--- src/rtl/iau_pkg.sv ---
package iau_pkg;
  localparam logic [11:0] OFS_TPR = 12'h080;
  localparam logic [11:0] OFS_APR = 12'h090;
  localparam logic [11:0] OFS_PPR = 12'h0A0;
  localparam logic [11:0] OFS_EOI = 12'h0B0;
  localparam logic [11:0] OFS_SVR = 12'h0F0;
  localparam logic [11:0] OFS_ISR = 12'h100;
  localparam logic [11:0] OFS_TMR = 12'h180;
  localparam logic [11:0] OFS_IRR = 12'h200;
  localparam logic [11:0] OFS_ESR = 12'h280;
  localparam int ERR_ILLEGAL_BIT = 0;
  localparam int CLS_W = 4;
endpackage

--- src/rtl/iau_msb_find.sv ---
module iau_msb_find #(
  parameter int W  = 256,
  parameter int IW = $clog2(W)
) (
  input  logic [W-1:0]  bits,
  output logic          any,
  output logic [IW-1:0] idx
);
  always_comb begin
    any = |bits;
    idx = '0;
    for (int i = 0; i < W; i++)
      if (bits[i]) idx = IW'(i);
  end
endmodule

--- src/rtl/iau_prio_gate.sv ---
module iau_prio_gate #(
  parameter int VW = 8
) (
  input  logic          enable,
  input  logic          pend_any,
  input  logic [VW-1:0] pend_vec,
  input  logic          svc_any,
  input  logic [VW-1:0] svc_vec,
  input  logic [VW-1:0] tpr,
  output logic          deliver,
  output logic [VW-1:0] ppr
);
  import iau_pkg::*;
  logic [CLS_W-1:0] pend_cls, svc_cls, tpr_cls;

  always_comb begin
    pend_cls = pend_vec[VW-1 -: CLS_W];
    tpr_cls  = tpr[VW-1 -: CLS_W];
    svc_cls  = svc_any ? svc_vec[VW-1 -: CLS_W] : '0;
    deliver  = enable && pend_any && (pend_cls > tpr_cls) && (pend_cls > svc_cls);
    ppr      = (tpr_cls >= svc_cls) ? tpr : {svc_cls, {(VW-CLS_W){1'b0}}};
  end
endmodule

--- src/rtl/irq_accept_unit.sv ---
module irq_accept_unit #(
  parameter int NVEC    = 256,
  parameter int DW      = 32,
  parameter int AW      = 12,
  parameter int MIN_VEC = 16
) (
  input  logic                     clk,
  input  logic                     rst,
  input  logic                     bus_wr,
  input  logic                     bus_rd,
  input  logic [AW-1:0]            bus_addr,
  input  logic [DW-1:0]            bus_wdata,
  output logic [DW-1:0]            bus_rdata,
  input  logic                     req_valid,
  input  logic [$clog2(NVEC)-1:0]  req_vector,
  input  logic                     req_level,
  output logic                     int_valid,
  output logic [$clog2(NVEC)-1:0]  int_vector,
  input  logic                     int_ack
);
  import iau_pkg::*;
  localparam int VW    = $clog2(NVEC);
  localparam int NWORD = NVEC / DW;
  localparam int SVR_W = 10;
  localparam int ERR_W = 8;
  localparam int BSEL  = AW - 7;

  logic [VW-1:0]    tpr;
  logic [SVR_W-1:0] svr;
  logic [NVEC-1:0]  irr, isr, tmr, irr_n, isr_n;
  logic [ERR_W-1:0] err_acc, err_vis;
  logic             sw_en;

  logic          pend_any, svc_any, deliver, ack_fire, req_ok;
  logic [VW-1:0] pend_idx, svc_idx, ppr;
  logic          wr_tpr, wr_eoi, wr_svr, wr_err;

  assign sw_en    = svr[8];
  assign ack_fire = int_valid && int_ack;
  assign req_ok   = req_valid && (int'(req_vector) >= MIN_VEC);
  assign wr_tpr   = bus_wr && (bus_addr == AW'(OFS_TPR));
  assign wr_eoi   = bus_wr && (bus_addr == AW'(OFS_EOI));
  assign wr_svr   = bus_wr && (bus_addr == AW'(OFS_SVR));
  assign wr_err   = bus_wr && (bus_addr == AW'(OFS_ESR));

  iau_msb_find #(.W(NVEC), .IW(VW)) u_pend_find (.bits(irr), .any(pend_any), .idx(pend_idx));
  iau_msb_find #(.W(NVEC), .IW(VW)) u_svc_find  (.bits(isr), .any(svc_any),  .idx(svc_idx));

  iau_prio_gate #(.VW(VW)) u_gate (
    .enable(sw_en), .pend_any(pend_any), .pend_vec(pend_idx),
    .svc_any(svc_any), .svc_vec(svc_idx), .tpr(tpr),
    .deliver(deliver), .ppr(ppr)
  );

  always_comb begin
    irr_n = irr;
    isr_n = isr;
    if (ack_fire) irr_n[int_vector] = 1'b0;
    if (req_ok) irr_n[req_vector] = 1'b1;
    if (wr_eoi && svc_any) isr_n[svc_idx] = 1'b0;
    if (ack_fire) isr_n[int_vector] = 1'b1;
  end

  always_ff @(posedge clk) begin
    if (rst) begin
      irr        <= '0;
      isr        <= '0;
      tmr        <= '0;
      tpr        <= '0;
      svr        <= SVR_W'(10'h0FF);
      err_acc    <= '0;
      err_vis    <= '0;
      int_valid  <= 1'b0;
      int_vector <= '0;
    end else begin
      irr <= irr_n;
      isr <= isr_n;
      if (req_ok) tmr[req_vector] <= req_level;
      if (wr_tpr) tpr <= bus_wdata[VW-1:0];
      if (wr_svr) svr <= bus_wdata[SVR_W-1:0];
      err_acc <= (wr_err ? '0 : err_acc) |
                 (ERR_W'(req_valid && !req_ok) << ERR_ILLEGAL_BIT);
      if (wr_err) err_vis <= err_acc;
      int_valid  <= deliver && !ack_fire;
      int_vector <= pend_idx;
    end
  end

  logic [DW-1:0] irr_w [NWORD];
  logic [DW-1:0] isr_w [NWORD];
  logic [DW-1:0] tmr_w [NWORD];
  for (genvar g = 0; g < NWORD; g++) begin : g_word
    assign irr_w[g] = irr[g*DW +: DW];
    assign isr_w[g] = isr[g*DW +: DW];
    assign tmr_w[g] = tmr[g*DW +: DW];
  end

  logic [DW-1:0] rd_word;
  logic [2:0]    widx;
  logic [BSEL-1:0] bank;
  logic          widx_ok;

  always_comb begin
    widx    = bus_addr[6:4];
    bank    = bus_addr[AW-1:7];
    widx_ok = int'(widx) < NWORD;
    rd_word = '0;
    if (bus_addr == AW'(OFS_TPR)) rd_word = DW'(tpr);
    else if (bus_addr == AW'(OFS_APR) || bus_addr == AW'(OFS_PPR)) rd_word = DW'(ppr);
    else if (bus_addr == AW'(OFS_SVR)) rd_word = DW'(svr);
    else if (bus_addr == AW'(OFS_ESR)) rd_word = DW'(err_vis);
    else if (widx_ok && bank == BSEL'(OFS_ISR >> 7)) rd_word = isr_w[widx];
    else if (widx_ok && bank == BSEL'(OFS_TMR >> 7)) rd_word = tmr_w[widx];
    else if (widx_ok && bank == BSEL'(OFS_IRR >> 7)) rd_word = irr_w[widx];
  end

  always_ff @(posedge clk) begin
    if (rst) bus_rdata <= '0;
    else if (bus_rd) bus_rdata <= rd_word;
  end
endmodule

--- config.mk ---
export PLATFORM = sky130hd
export DESIGN_NAME = irq_accept_unit
export DESIGN_NICKNAME = d
export VERILOG_FILES = /design/src/rtl/iau_pkg.sv /design/src/rtl/iau_msb_find.sv /design/src/rtl/iau_prio_gate.sv /design/src/rtl/irq_accept_unit.sv
export SDC_FILE = /design/constraint.sdc
export NUM_CORES = 2
export LEC_CHECK = 0
export BUFFER_PORTS_ARGS = -buffer_cell sky130_fd_sc_hd__buf_4
export CORE_MARGIN = 3
export CORE_UTILIZATION = 35
export DETAILED_ROUTE_END_ITERATION = 10
export PLACE_DENSITY = 0.6
export SYNTH_ARGS = -nofsm -noshare
export SYNTH_HDL_FRONTEND = slang
export SYNTH_SLANG_ARGS = --single-unit
export TNS_END_PERCENT = 50
--- constraint.sdc ---
create_clock -name clk -period 5.4 [get_ports clk]
set_clock_uncertainty 0.15 [all_clocks]
set_input_delay 0.54 -clock clk [delete_from_list [all_inputs] [get_ports clk]]
set_output_delay 0.54 -clock clk [all_outputs]
set_load 0.03 [all_outputs]
==> reports/summary.txt <==
Run status: completed
Final hold viol count: 0
Detail-routed net length per standard cell: 33.41 um
Vias in the first global route: 42,390
First drt pass iteration count: 6
Postcts setup bufs: 0
Ratio of cells with drive above 1 in the final layout: 13.43%
Commonest non-fill, non-tap cell in the layout: a21oi_1
CTS root buffer: clkbuf_16
Most used flip-flop cell after synthesis: dfxtp_1
Worst path cell trace: nor4_1, nand4_1, a41o_1, o21ai_0, o31ai_1, nand2_1, nand2_1, ha_1, nand2b_1, a21o_1, a21o_1, a21oi_1, nor3_1, buf_4, a22o_1, o221ai_1, a21oi_1
Antenna violations before repair: 21
Power share of the clock group: 51.0%
Syn Inst Count: 5,484
Post-Syn Nets: 5,555
Seq/Total Area, Yosys: 37.18%
Commonest cells after routing, fill and taps aside: 875 x a21oi_1, 829 x dfxtp_1, 821 x nand2_1, 437 x nor2_1, 258 x nand3_1
Max-cap viol count: 0
CP Launch Type: flip-flop
Crit-path slowest cell: nor4_1
Buffers on Ports: 77
Delay-heaviest family, CP: simple AND/OR/NAND/NOR gates
Worst EP required: 5.83 ns
Via density: 6.627
Routed wire length: 239.0 mm
Critical path class: reg2reg
Core area: 126,100 um2
Critical path arrival: 5.14 ns
Psw: 3.668 mW
Power Density: 282.8 nW/um2
Clk slew on worst S/H paths: 0.06 ns
Max IR drop VDD: 0.2910 mV
CP endpoint kind: flip-flop
Yosys top cell area share: 37.18%
Gr ovfl total: 0
Antenna viol nets, final: 0
# DRC: 0
Utilization after layout: 40.45%
Setup-failing EPs final: 0
Setup tns final: 0 ns
Post-DP HPWL: 178.2 mm
Post-synthesis register bit count: 829
Die Span Y: 363.1 um
Switching share of power: 25.44%
Fin crit period: 4.711 ns
FP Rows: 130
Internal cell power: 10.75 mW
CP max FO: 6
Clock buffer depth: 3
Synthesized area per cell: 8.139 um2
H-Tree Depth: 3
CTS Buf Count: 95
Fin nets: 5,484
Number of synthesized flops with an enable pin: 0
Worst hold path class: in2reg
Ys async rst share: 0%
Tot GR Track Use: 34.98%
CTS tree: built
Pins Over Slew Limit: 0
Main area contributors after synthesis: dfxtp_1 37%, mux4_2 11%, a21oi_1 9.8%, nand2_1 6.9%, nor2_1 4.0%
DRT iter0 DRCs: 7,463
Combinational power share: 6.3%
Die ar.: 131,800 um2
WP buf/inv: 1
Fmax: 212.3 MHz
Post_cts resized: 0
Distinct cells, synth: 87
Initial Util: 35.41%
Placer congestion estimate: 1.078
CTS sink cnt: 829
Peak per-stage delay on the critical path: 0.67 ns
Skew-Pair Late Insertion Delay: 0.75 ns
Global-route wire length before repair: 331.5 mm
I/O pin total: 100
Worst-Margin Slew: 1.190 ns
Area grow syn2layout: 14.25%
Worst slew margin: 20.25%
Cell taking the most area after synthesis: dfxtp_1
Mapped Area: 44,630 um2
Die width: 363.1 um
RSZ-0062 raised after global routing: no
Largest net degree at the start of global routing: 202
Warnings, synthesis: 0
Part of the cycle the worst path needs: 87.25%
Leak: 17.07 nW
Sequential Power Share: 42.8%
Vias: 47,420
==> sequential cells by signal, summed over array words and instances, names as in the netlist <==
register / cells
tmr: 256
bus_rdata: 32
err_acc: 1
svr: 10
tpr: 8
err_vis: 1
isr: 256
int_valid: 1
irr: 256
int_vector: 8
==> synth_stat cells (8+ instances only) <==
cell type	instances
o211ai_1	16
o41a_1	18
and4_1	9
mux2i_1	78
buf_1	27
clkbuf_1	348
a211oi_1	71
nor3b_1	8
o22ai_1	10
nand2_1	822
nand2b_1	34
o21bai_1	17
nor3_1	136
o311ai_0	10
o2111ai_1	11
o21ai_0	245
or3_1	12
dfxtp_1	829
nand3b_1	14
a21oi_1	875
nand4_1	38
inv_1	115
o21a_1	16
nand3_1	258
or4_1	33
a211oi_2	10
mux4_2	216
o221ai_1	9
nor2b_1	61
a22oi_1	36
a311oi_1	199
nor2_1	479
o31ai_1	34
buf_2	43
nor4_1	183
a31oi_1	13
and2_1	8
ha_1	12
==> worst paths after layout <==
path                            startpoint           end  slack, ns  cells past startpoint
worst max-delay path              isr[179]  bus_rdata[6]       0.69                     17
worst min-delay path                   rst      tmr[254]       0.09                      2
worst max register to register    isr[179]  bus_rdata[6]       0.69                     17
worst min register to register     tmr[65]       tmr[65]       0.30                      2
==> metal layers <==
metal  vias up  global-route usage, %  share of wire (%)
met4        14                  19.49                6.7
met1     23370                  47.50                 40
li1      20380                      -                  -
met2      3108                  49.42                 41
met3       541                  10.24                 12
met5         -                      0              0.038
==> through the flow <==
| stage | setup slack (ns) | total power [mW] | cells | area (um2) | hold WS, ns |
|---|---|---|---|---|---|
| finish | 0.6886 | 14.42 | 7155 | 50990 | 0.08677 |
| global route | 0.4599 | 14.73 | 7145 | 50970 | 0.1053 |
| CTS | 0.7968 | 14.45 | 7145 | 50970 | 0.05148 |
| detailed placement | 0.8130 | 7.172 | 6955 | 47350 | 0.2955 |
| global placement | 0.7305 | 7.169 | 6955 | 47350 | 0.2909 |
| floorplan | 1.745 | 6.819 | 5484 | 44630 | 0.2784 |
==> cell families (layout without fill, tap and decap cells) <==
logic type / Yosys count / count (layout) / share of synthesized area, %
multiplexers: 300 / 300 / 12.80
XOR/XNOR: 1 / 1 / 0.01963
flip-flops: 829 / 829 / 37.18
adder cells (fa/ha/maj): 12 / 12 / 0.3364
AND/OR/NAND/NOR: 2134 / 2134 / 21.88
other: 0 / 10 / 0
buffers and inverters: 538 / 549 / 4.729
AO/OA/AOI/OAI: 1670 / 1670 / 23.05
==> power by group through the flow <==
stage                     Combinational [mW]  Sequential, mW  Clock, mW
after detailed placement               0.873            6.30          0
after global routing                   0.934            6.16       7.64
after CTS                              0.882            6.16       7.40
after floorplan                        0.521            6.30          0
after global placement                 0.870            6.30          0
final                                  0.905            6.16       7.35
==> area by class of cell <==
cell class | instances | area [um2]
diodes | 10 | 25.02
clock buffers | 126 | 2686
clock inverters | 53 | 820.8
fillers | 12820 | 75070
inverters | 115 | 431.7
multi-input cells | 4117 | 26200
flip-flops and latches | 829 | 16600
well taps | 1650 | 2064
repair buffers | 255 | 2168
==> timing repair <==
action                                  in CTS  in global routing
endpoints found under the hold margin       19                  0
endpoints found under the setup margin       0                  0
hold buffers                                11                  0
(Power assumes the default switching activity.)
